--- config.mk ---
export PLATFORM = sky130hd
export DESIGN_NAME = sdac_cmd_if
export DESIGN_NICKNAME = d
export VERILOG_FILES = /design/src/rtl/sdac_pkg.sv /design/src/rtl/sdac_sync.sv /design/src/rtl/sdac_frame_rx.sv /design/src/rtl/sdac_readback.sv /design/src/rtl/sdac_cmd_if.sv
export SDC_FILE = /design/constraint.sdc
export NUM_CORES = 1
export LEC_CHECK = 0
export ABC_AREA = 1
export BUFFER_PORTS_ARGS = -buffer_cell sky130_fd_sc_hd__buf_2
export CAP_MARGIN = 10
export CORE_MARGIN = 1
export CORE_UTILIZATION = 38
export CTS_CLUSTER_DIAMETER = 150
export CTS_CLUSTER_SIZE = 8
export DETAILED_ROUTE_END_ITERATION = 16
export RECOVER_POWER = 25
export SETUP_SLACK_MARGIN = 0.4
export SLEW_MARGIN = 0
export SYNTH_ARGS = -nofsm -noshare
export SYNTH_HDL_FRONTEND = slang
export SYNTH_HIERARCHICAL = 1
export SYNTH_SLANG_ARGS = --single-unit
--- constraint.sdc ---
create_clock -name clk -period 3.05 [get_ports clk]
set_input_delay 0.61 -clock clk [delete_from_list [all_inputs] [get_ports clk]]
set_output_delay 0.61 -clock clk [all_outputs]
set_load 0.02 [all_outputs]
--- src/rtl/sdac_pkg.sv ---
package sdac_pkg;
  localparam int MODE_W    = 2;
  localparam int ADDR_W    = 8;
  localparam int CODE_W    = 14;
  localparam int SHORT_LEN = MODE_W + ADDR_W;
  localparam int LONG_LEN  = SHORT_LEN + CODE_W;

  typedef enum logic [MODE_W-1:0] {
    M_ACQ    = 2'b00,
    M_WRITE  = 2'b01,
    M_ACQ_RB = 2'b10,
    M_RB     = 2'b11
  } mode_e;

  localparam logic [ADDR_W-1:0] ADDR_OFS = 8'd32;
  localparam logic [ADDR_W-1:0] ADDR_ALL = 8'd63;

  // length a frame of the given mode must have
  function automatic logic len_matches(mode_e m, int unsigned n);
    return (m == M_WRITE) ? (n == LONG_LEN) : (n == SHORT_LEN);
  endfunction
endpackage

--- src/rtl/sdac_sync.sv ---
module sdac_sync #(
  parameter int W = 3,
  parameter int STAGES = 2,
  parameter logic [W-1:0] RST_VAL = '0
) (
  input  logic         clk,
  input  logic         rst_n,
  input  logic [W-1:0] din,
  output logic [W-1:0] dout
);
  logic [W-1:0] stage_q [STAGES];

  always_ff @(posedge clk or negedge rst_n) begin
    if (!rst_n) stage_q[0] <= RST_VAL;
    else        stage_q[0] <= din;
  end

  for (genvar s = 1; s < STAGES; s++) begin : g_stage
    always_ff @(posedge clk or negedge rst_n) begin
      if (!rst_n) stage_q[s] <= RST_VAL;
      else        stage_q[s] <= stage_q[s-1];
    end
  end

  assign dout = stage_q[STAGES-1];
endmodule

--- src/rtl/sdac_frame_rx.sv ---
module sdac_frame_rx #(
  parameter int SH_W    = 24,
  parameter int MIN_GAP = 40,
  localparam int CNT_W  = $clog2(SH_W + 2),
  localparam int GAP_W  = $clog2(MIN_GAP + 1)
) (
  input  logic             clk,
  input  logic             rst_n,
  input  logic             sync_lvl,
  input  logic             sclk_lvl,
  input  logic             sdin_lvl,
  output logic             fr_start,
  output logic             fr_end,
  output logic             bit_evt,
  output logic [SH_W-1:0]  shreg,
  output logic [CNT_W-1:0] bitcnt,
  output logic             gap_ok_now,
  output logic             gap_ok_start
);
  localparam logic [CNT_W-1:0] CNT_MAX = '1;
  localparam logic [GAP_W-1:0] GAP_LIM = GAP_W'(MIN_GAP);

  logic             sync_q, sclk_q;
  logic [GAP_W-1:0] gap_cnt;

  assign fr_start   = sync_q & ~sync_lvl;
  assign fr_end     = ~sync_q & sync_lvl;
  assign bit_evt    = sclk_q & ~sclk_lvl & ~sync_lvl;
  assign gap_ok_now = (gap_cnt >= GAP_LIM);

  always_ff @(posedge clk or negedge rst_n) begin
    if (!rst_n) begin
      sync_q <= 1'b1;
      sclk_q <= 1'b1;
    end else begin
      sync_q <= sync_lvl;
      sclk_q <= sclk_lvl;
    end
  end

  always_ff @(posedge clk or negedge rst_n) begin
    if (!rst_n) begin
      shreg  <= '0;
      bitcnt <= '0;
    end else if (fr_start) begin
      shreg  <= '0;
      bitcnt <= '0;
    end else if (bit_evt) begin
      shreg  <= {shreg[SH_W-2:0], sdin_lvl};
      if (bitcnt != CNT_MAX) bitcnt <= bitcnt + 1'b1;
    end
  end

  // cycles since the last serial clock fall, saturating at the limit
  always_ff @(posedge clk or negedge rst_n) begin
    if (!rst_n)                gap_cnt <= GAP_LIM;
    else if (bit_evt)          gap_cnt <= '0;
    else if (gap_cnt < GAP_LIM) gap_cnt <= gap_cnt + 1'b1;
  end

  always_ff @(posedge clk or negedge rst_n) begin
    if (!rst_n)        gap_ok_start <= 1'b1;
    else if (fr_start) gap_ok_start <= gap_ok_now;
  end


  cnt_sat_chk: assert property (@(posedge clk) disable iff (!rst_n)
    (bitcnt == CNT_MAX && !fr_start) |=> (bitcnt == CNT_MAX));


  gap_latch_chk: assert property (@(posedge clk) disable iff (!rst_n)
    (fr_start && !gap_ok_now) |=> !gap_ok_start);
endmodule

--- src/rtl/sdac_readback.sv ---
module sdac_readback #(
  parameter int CW = 14
) (
  input  logic          clk,
  input  logic          rst_n,
  input  logic          load,
  input  logic [CW-1:0] load_val,
  input  logic          shift,
  input  logic          stop,
  output logic          dout
);
  logic [CW-1:0] out_sh;
  logic          active;

  always_ff @(posedge clk or negedge rst_n) begin
    if (!rst_n) begin
      out_sh <= '0;
      active <= 1'b0;
    end else if (load) begin
      out_sh <= load_val;
      active <= 1'b1;
    end else if (stop) begin
      out_sh <= '0;
      active <= 1'b0;
    end else if (shift && active) begin
      out_sh <= {out_sh[CW-2:0], 1'b0};
    end
  end

  assign dout = active & out_sh[CW-1];
endmodule

--- src/rtl/sdac_cmd_if.sv ---
module sdac_cmd_if
  import sdac_pkg::*;
#(
  parameter int NCH     = 32,
  parameter int MIN_GAP = 40
) (
  input  logic              clk,
  input  logic              rst_n,
  input  logic              sync_n,
  input  logic              sclk,
  input  logic              sdin,
  input  logic [NCH:0]      acq_busy,
  output logic              dout,
  output logic [NCH:0]      acq_req,
  output logic [NCH:0]      dac_wr,
  output logic [CODE_W-1:0] dac_code,
  output logic              err
);
  localparam int SH_W  = LONG_LEN;
  localparam int CNT_W = $clog2(SH_W + 2);
  localparam int IDX_W = $clog2(NCH + 1);

  // channel mask selected by an address code; zero for unused codes
  function automatic logic [NCH:0] addr_mask(logic [ADDR_W-1:0] a);
    logic [NCH:0] m;
    m = '0;
    if (int'(a) < NCH)     m[a[IDX_W-1:0]] = 1'b1;
    else if (a == ADDR_OFS) m[NCH] = 1'b1;
    else if (a == ADDR_ALL) m = '1;
    return m;
  endfunction

  function automatic logic [IDX_W-1:0] addr_idx(logic [ADDR_W-1:0] a);
    return (int'(a) < NCH) ? a[IDX_W-1:0] : IDX_W'(NCH);
  endfunction

  logic [2:0]       sync_out;
  logic             sync_lvl, sclk_lvl, sdin_lvl;
  logic             fr_start, fr_end, bit_evt, gap_ok_now, gap_ok_start;
  logic [SH_W-1:0]  shreg;
  logic [CNT_W-1:0] bitcnt;

  sdac_sync #(.W(3), .STAGES(2), .RST_VAL(3'b110)) u_sync (
    .clk(clk), .rst_n(rst_n), .din({sync_n, sclk, sdin}), .dout(sync_out)
  );
  assign {sync_lvl, sclk_lvl, sdin_lvl} = sync_out;

  sdac_frame_rx #(.SH_W(SH_W), .MIN_GAP(MIN_GAP)) u_rx (
    .clk(clk), .rst_n(rst_n), .sync_lvl(sync_lvl), .sclk_lvl(sclk_lvl),
    .sdin_lvl(sdin_lvl), .fr_start(fr_start), .fr_end(fr_end),
    .bit_evt(bit_evt), .shreg(shreg), .bitcnt(bitcnt),
    .gap_ok_now(gap_ok_now), .gap_ok_start(gap_ok_start)
  );

  // state
  logic [CODE_W-1:0] bank [NCH+1];
  logic              in_rb, rb_arm, rb_acq, prev_dac;
  logic [IDX_W-1:0]  rb_idx;

  // decode at the end of a command frame
  logic              is_long, cmd_end, len_ok;
  mode_e             mode_s;
  logic [ADDR_W-1:0] addr_s;
  logic [CODE_W-1:0] code_s;
  logic [NCH:0]      mask_s;
  logic              wr_try, wr_go, wr_bad, acq_go, arm_go;
  logic              rb_start, rb_viol;
  logic [CODE_W-1:0] rb_val;

  always_comb begin
    is_long = (int'(bitcnt) == LONG_LEN);
    mode_s  = is_long ? mode_e'(shreg[LONG_LEN-1 -: MODE_W])
                      : mode_e'(shreg[SHORT_LEN-1 -: MODE_W]);
    addr_s  = is_long ? shreg[CODE_W +: ADDR_W] : shreg[ADDR_W-1:0];
    code_s  = shreg[CODE_W-1:0];
    mask_s  = addr_mask(addr_s);
    cmd_end = fr_end & ~in_rb;
    len_ok  = len_matches(mode_s, 32'(bitcnt));
    wr_try  = cmd_end & len_ok & (mode_s == M_WRITE) & (mask_s != '0);
    wr_bad  = wr_try & prev_dac & ~gap_ok_start;
    wr_go   = wr_try & ~wr_bad;
    acq_go  = cmd_end & len_ok & ((mode_s == M_ACQ) | (mode_s == M_ACQ_RB));
    arm_go  = cmd_end & len_ok & ((mode_s == M_RB) | (mode_s == M_ACQ_RB))
            & (mask_s != '0) & (addr_s != ADDR_ALL);
    rb_start = fr_start & rb_arm;
    rb_viol  = rb_start & (~gap_ok_now | (rb_acq & acq_busy[rb_idx]));
    rb_val   = rb_viol ? '0 : bank[rb_idx];
  end

  for (genvar g = 0; g <= NCH; g++) begin : g_bank
    always_ff @(posedge clk or negedge rst_n) begin
      if (!rst_n)                  bank[g] <= '0;
      else if (wr_go && mask_s[g]) bank[g] <= code_s;
    end
  end

  always_ff @(posedge clk or negedge rst_n) begin
    if (!rst_n) begin
      acq_req  <= '0;
      dac_wr   <= '0;
      dac_code <= '0;
      err      <= 1'b0;
      prev_dac <= 1'b0;
      rb_arm   <= 1'b0;
      rb_acq   <= 1'b0;
      rb_idx   <= '0;
      in_rb    <= 1'b0;
    end else begin
      acq_req <= acq_go ? mask_s : '0;
      dac_wr  <= wr_go  ? mask_s : '0;
      if (wr_go) dac_code <= code_s;
      if (wr_bad || rb_viol) err <= 1'b1;
      if (cmd_end && len_ok) prev_dac <= (mode_s == M_WRITE);
      if (arm_go) begin
        rb_arm <= 1'b1;
        rb_acq <= (mode_s == M_ACQ_RB);
        rb_idx <= addr_idx(addr_s);
      end else if (rb_start) begin
        rb_arm <= 1'b0;
      end
      if (rb_start)    in_rb <= 1'b1;
      else if (fr_end) in_rb <= 1'b0;
    end
  end

  sdac_readback #(.CW(CODE_W)) u_rb (
    .clk(clk), .rst_n(rst_n), .load(rb_start), .load_val(rb_val),
    .shift(bit_evt & in_rb), .stop(fr_end), .dout(dout)
  );


  acq_pulse_chk: assert property (@(posedge clk) disable iff (!rst_n)
    (acq_req != '0) |=> (acq_req == '0));


  wr_at_end_chk: assert property (@(posedge clk) disable iff (!rst_n)
    (dac_wr != '0) |-> $past(fr_end));


  err_sticky_chk: assert property (@(posedge clk) disable iff (!rst_n)
    err |=> err);


  dout_quiet_chk: assert property (@(posedge clk) disable iff (!rst_n)
    !in_rb |-> !dout);


  wr_reject_chk: assert property (@(posedge clk) disable iff (!rst_n)
    (fr_end && prev_dac && !gap_ok_start) |=> (dac_wr == '0));
endmodule

==> flow_summary.rst <==
.. list-table::
   :header-rows: 1

   * - Metric
     - Value
   * - Run status
     - finished, violations left
   * - Violated checks
     - capacitance limit, slew limit
   * - Clock period minus worst slack
     - just under 3000 ps
   * - Via Count
     - 26,700
   * - Number of hold violations in the final report
     - 0
   * - Most frequent standard cell in the layout excluding fill and tap cells
     - sky130_fd_sc_hd__nand2_1
   * - IR Drop Worst-Case VDD
     - ~0.00037 V
   * - Number of distinct library cell variants in the gate-level netlist after synthesis
     - 42
   * - Worst-path fanout max
     - 7
   * - FFs w/ async S/R, synth
     - 100%
   * - Clock buffer count from CTS
     - 86
   * - Horizontal die dimension
     - approximately 280 µm
   * - Buffers added on ports
     - 119
   * - Reg-to-reg critical path startpoint
     - u_rx/bitcnt[1]$_DFFE_PN0P_
   * - Number of synthesis warnings
     - 6
   * - Nets@finish
     - 4,050
   * - Count of nets left with antenna violations after detail routing
     - 0
   * - Floorplan Core Area
     - 74,900 µm²
   * - Maximum number of pins on one net before global-route repair
     - 78
   * - Maximum count of clock buffers along a single path
     - 3
   * - I/O pin count
     - between 100 and 150
   * - Critical path required time
     - about 3600 ps
   * - Number of flops mapped to enable cells by yosys
     - 0
   * - Leakage power of the design
     - 19.0 nW
   * - Remaining global-route overflow
     - 0
   * - Count of maximum capacitance violations
     - 1
   * - Global-route wire length before repair
     - 157,000 µm
   * - Final routed wire length divided by cell count
     - 20.8 µm
   * - Pins over their slew limit
     - 63
   * - Final setup viols
     - 0
   * - Startpoint-to-endpoint class of the critical path
     - register to register
   * - DR DRC count
     - 0
   * - Number of rows created at floorplan
     - 100
   * - Antenna Diode Count
     - 0
   * - Launch point of the worst path
     - u_rx/bitcnt[1]$_DFFE_PN0P_
   * - Maximum level of the CTS H-tree
     - 3
   * - Nature of the critical path startpoint
     - register
   * - Initial Utilization
     - 38.7%
   * - Die Span Y
     - 278 µm
   * - Core utilization of the finished layout
     - roughly half
   * - 1st-pass router iterations
     - 5
   * - Start point of the worst min-delay path
     - sclk
   * - RSZ-0062 raised after global routing
     - true
   * - Area of all placed cells without fillers
     - 36,300 µm²
   * - Clock sinks
     - 612
   * - Most used flip-flop cell after synthesis
     - sky130_fd_sc_hd__dfrtp_1
   * - Layout cells sized above 1
     - 20.0%
   * - M3 GR Usage
     - 4.82%
   * - Share of the yosys chip area belonging to registers
     - 52.9%
   * - Global Route met2 Usage
     - 41.0%
   * - Synthesized Nets
     - 3,769
   * - Layout Skew
     - 17.3 ps
   * - Iteration-0 DRC count of the detailed router
     - ~2,900
   * - Flop and latch count out of synthesis
     - 612
   * - Achievable clock frequency
     - 0.337 GHz
   * - Mean number of vias per cell
     - about 5.3
   * - Met1 demand-to-capacity share in global routing
     - 36.1%
   * - Die Area
     - 77,400 µm²
   * - Clock-pin transition on the worst setup and hold timing paths
     - about 50 ps
   * - Worst slew margin
     - -49.1%
   * - Routing layer with the top usage in global route
     - met2
   * - Transition time at the pin with the least slew margin
     - ~2200 ps
   * - Path type of the worst min-delay path
     - input pin to register
   * - CTS Root Cell
     - sky130_fd_sc_hd__clkbuf_16
   * - Via count of the first global-routing pass
     - approximately 26,000
   * - Drt total wl
     - 104,000 µm
   * - Pwr dens
     - 484 nW/µm²
   * - Netlist area before placement
     - 29,000 µm²
   * - Clock latency reported for the late side of the worst-skew pair
     - ~640 ps
   * - Gate Count Post-Synth
     - 3,727
   * - GRT Overall Usage
     - 26.2%
   * - Initial antenna violation count
     - 1
   * - Crit end category
     - register
   * - Number of inserted filler cells in the final layout
     - ~7,100
   * - Arrival time reported for the critical path endpoint
     - 3530 ps
   * - Routability congestion estimate
     - between 0.9 and 1
   * - Average instance area after synthesis
     - 7.77 µm²
   * - Layout overhead on the synthesized area
     - 25.2%
   * - Post-DP Area
     - 31,700 µm²
   * - Most frequent cells in the layout
     - sky130_fd_sc_hd__nand2_1, sky130_fd_sc_hd__dfrtp_1, sky130_fd_sc_hd__buf_4, sky130_fd_sc_hd__a21oi_1, sky130_fd_sc_hd__buf_2
   * - Final period utilization
     - 97.3%
   * - Clock tree from TritonCTS
     - done
   * - Detailed placer's ending HPWL
     - approximately 64,000 µm
==> sequential cells by signal (all words and copies together) (netlist names) <==
name,count
u_sync/stage_q,3
u_rx/gap_ok_start,1
dac_code,14
rb_idx,6
dac_wr,33
u_rx/gap_cnt,6
acq_req,33
u_rx/sync_q,1
u_rb/active,1
u_rx/shreg,24
u_rx/bitcnt,5
err,1
rb_acq,1
in_rb,1
rb_arm,1
prev_dac,1
u_sync/dout,3
bank,462
u_rx/sclk_q,1
u_rb/out_sh,14
==> cells by family (layout without fill, tap and decap cells) <==
kind of cell	Yosys count	count (layout)	share of synthesized area, %
simple gates	2284	2287	31.5
flops	612	612	52.9
compound gates	447	447	9.54
buf+inv	380	674	5.89
fa+ha+maj	4	4	0.173
==> final timing paths <==
kind                                               end  slack, ps  cells past startpoint
hold / removal             u_sync/stage_q[4]$_DFF_PN1_         70                      1
max in group asynchronous        bank[104]$_DFFE_PN0P_        390                      3
hold reg to reg               u_sync/dout[0]$_DFF_PN0_        340                      0
setup / recovery                 bank[308]$_DFFE_PN0P_         80                     21
min in group asynchronous         bank[91]$_DFFE_PN0P_       1190                      2
setup reg to reg                 bank[308]$_DFFE_PN0P_         80                     21
==> layer usage <==
metal	up-vias	part of all wire (%)
met5	-	0.0077
met1	13000	42
met3	249	7.8
li1	12400	-
met2	1086	46
met4	2	4.3
==> metrics by stage <==
stage | setup slack (ps) | cells | total power [mW] | setup TNS (ps) | hold slack [ps]
3_5_place_dp | -205 | 4795 | 8.91 | -13330 | 335
3_3_place_gp | -85.6 | 4795 | 8.90 | -3630 | 340
6_report | 82.0 | 4993 | 17.6 | 0 | 70.0
4_1_cts | 204 | 4949 | 17.7 | 0 | 39.7
5_1_grt | -122 | 4993 | 18.1 | -9770 | 45.0
2_1_floorplan | 455 | 3727 | 8.59 | 0 | 314
==> cell usage after synthesis (9+ instances only) <==
cell type	count	share of area [%]
sky130_fd_sc_hd__o21ai_0	71	1.2
sky130_fd_sc_hd__dfstp_2	9	0.82
sky130_fd_sc_hd__a22oi_1	61	1.6
sky130_fd_sc_hd__o22ai_1	10	0.22
sky130_fd_sc_hd__clkbuf_1	128	1.7
sky130_fd_sc_hd__a32o_1	22	0.76
sky130_fd_sc_hd__buf_1	36	0.47
sky130_fd_sc_hd__nor2_1	139	1.8
sky130_fd_sc_hd__buf_2	61	1.1
sky130_fd_sc_hd__nand2_1	1947	25
sky130_fd_sc_hd__o221ai_1	32	0.97
sky130_fd_sc_hd__nand3_1	87	1.5
sky130_fd_sc_hd__dfrtp_1	603	52
sky130_fd_sc_hd__o211ai_1	31	0.80
sky130_fd_sc_hd__inv_1	103	1.3
sky130_fd_sc_hd__buf_4	35	0.91
sky130_fd_sc_hd__a21oi_1	195	3.4
sky130_fd_sc_hd__o31ai_1	12	0.31
sky130_fd_sc_hd__nand4_1	55	1.2
sky130_fd_sc_hd__nor2_4	19	0.74
sky130_fd_sc_hd__nor2_2	12	0.26
==> repair_timing <==
action / CTS / global route
cloned: 8 / 17
buffers inserted: 41 / 27
endpoints found under the setup margin: 532 / 565
gates resized for setup: 127 / 205
endpoints found under the hold margin: 24 / 0
hold buffers: 1 / 0
pin swaps: 42 / 113
==> worst max-delay path: stages (launching register included) <==
cell and delay, ps:
sky130_fd_sc_hd__dfrtp_1 400, sky130_fd_sc_hd__nor2_4 210, sky130_fd_sc_hd__buf_6 150, sky130_fd_sc_hd__nand4_1 120
sky130_fd_sc_hd__nand2_2 170, sky130_fd_sc_hd__nand3_4 170, sky130_fd_sc_hd__nor2_4 230, sky130_fd_sc_hd__nand2_2 90
sky130_fd_sc_hd__nand2_2 60, sky130_fd_sc_hd__nor2_2 40, sky130_fd_sc_hd__nand2_1 70, sky130_fd_sc_hd__nor2_2 50
sky130_fd_sc_hd__nand2_4 90, sky130_fd_sc_hd__buf_6 110, sky130_fd_sc_hd__nand3_4 110, sky130_fd_sc_hd__buf_6 160
sky130_fd_sc_hd__buf_6 120, sky130_fd_sc_hd__nor2_4 120, sky130_fd_sc_hd__buf_12 140, sky130_fd_sc_hd__buf_12 150
sky130_fd_sc_hd__nand2_1 60, sky130_fd_sc_hd__nand2_1 80
==> final cells by class <==
type                            instances  area [µm²]  area share, %
Sequential cell                       612       15300           42.3
Clock buffer                          100        2270           6.25
Multi-Input combinational cell       2738       12800           35.3
Tap cell                              969        1210           3.34
Clock inverter                          4        67.6          0.186
Inverter                              113         452           1.24
Timing Repair Buffer                  457        4140           11.4
==> power by group <==
part	switching [mW]	internal, mW
clock network	3.52	5.23
registers	0.0478	8.20
logic	0.403	0.158
No activity file was read; power rests on OpenSTA's default activity.
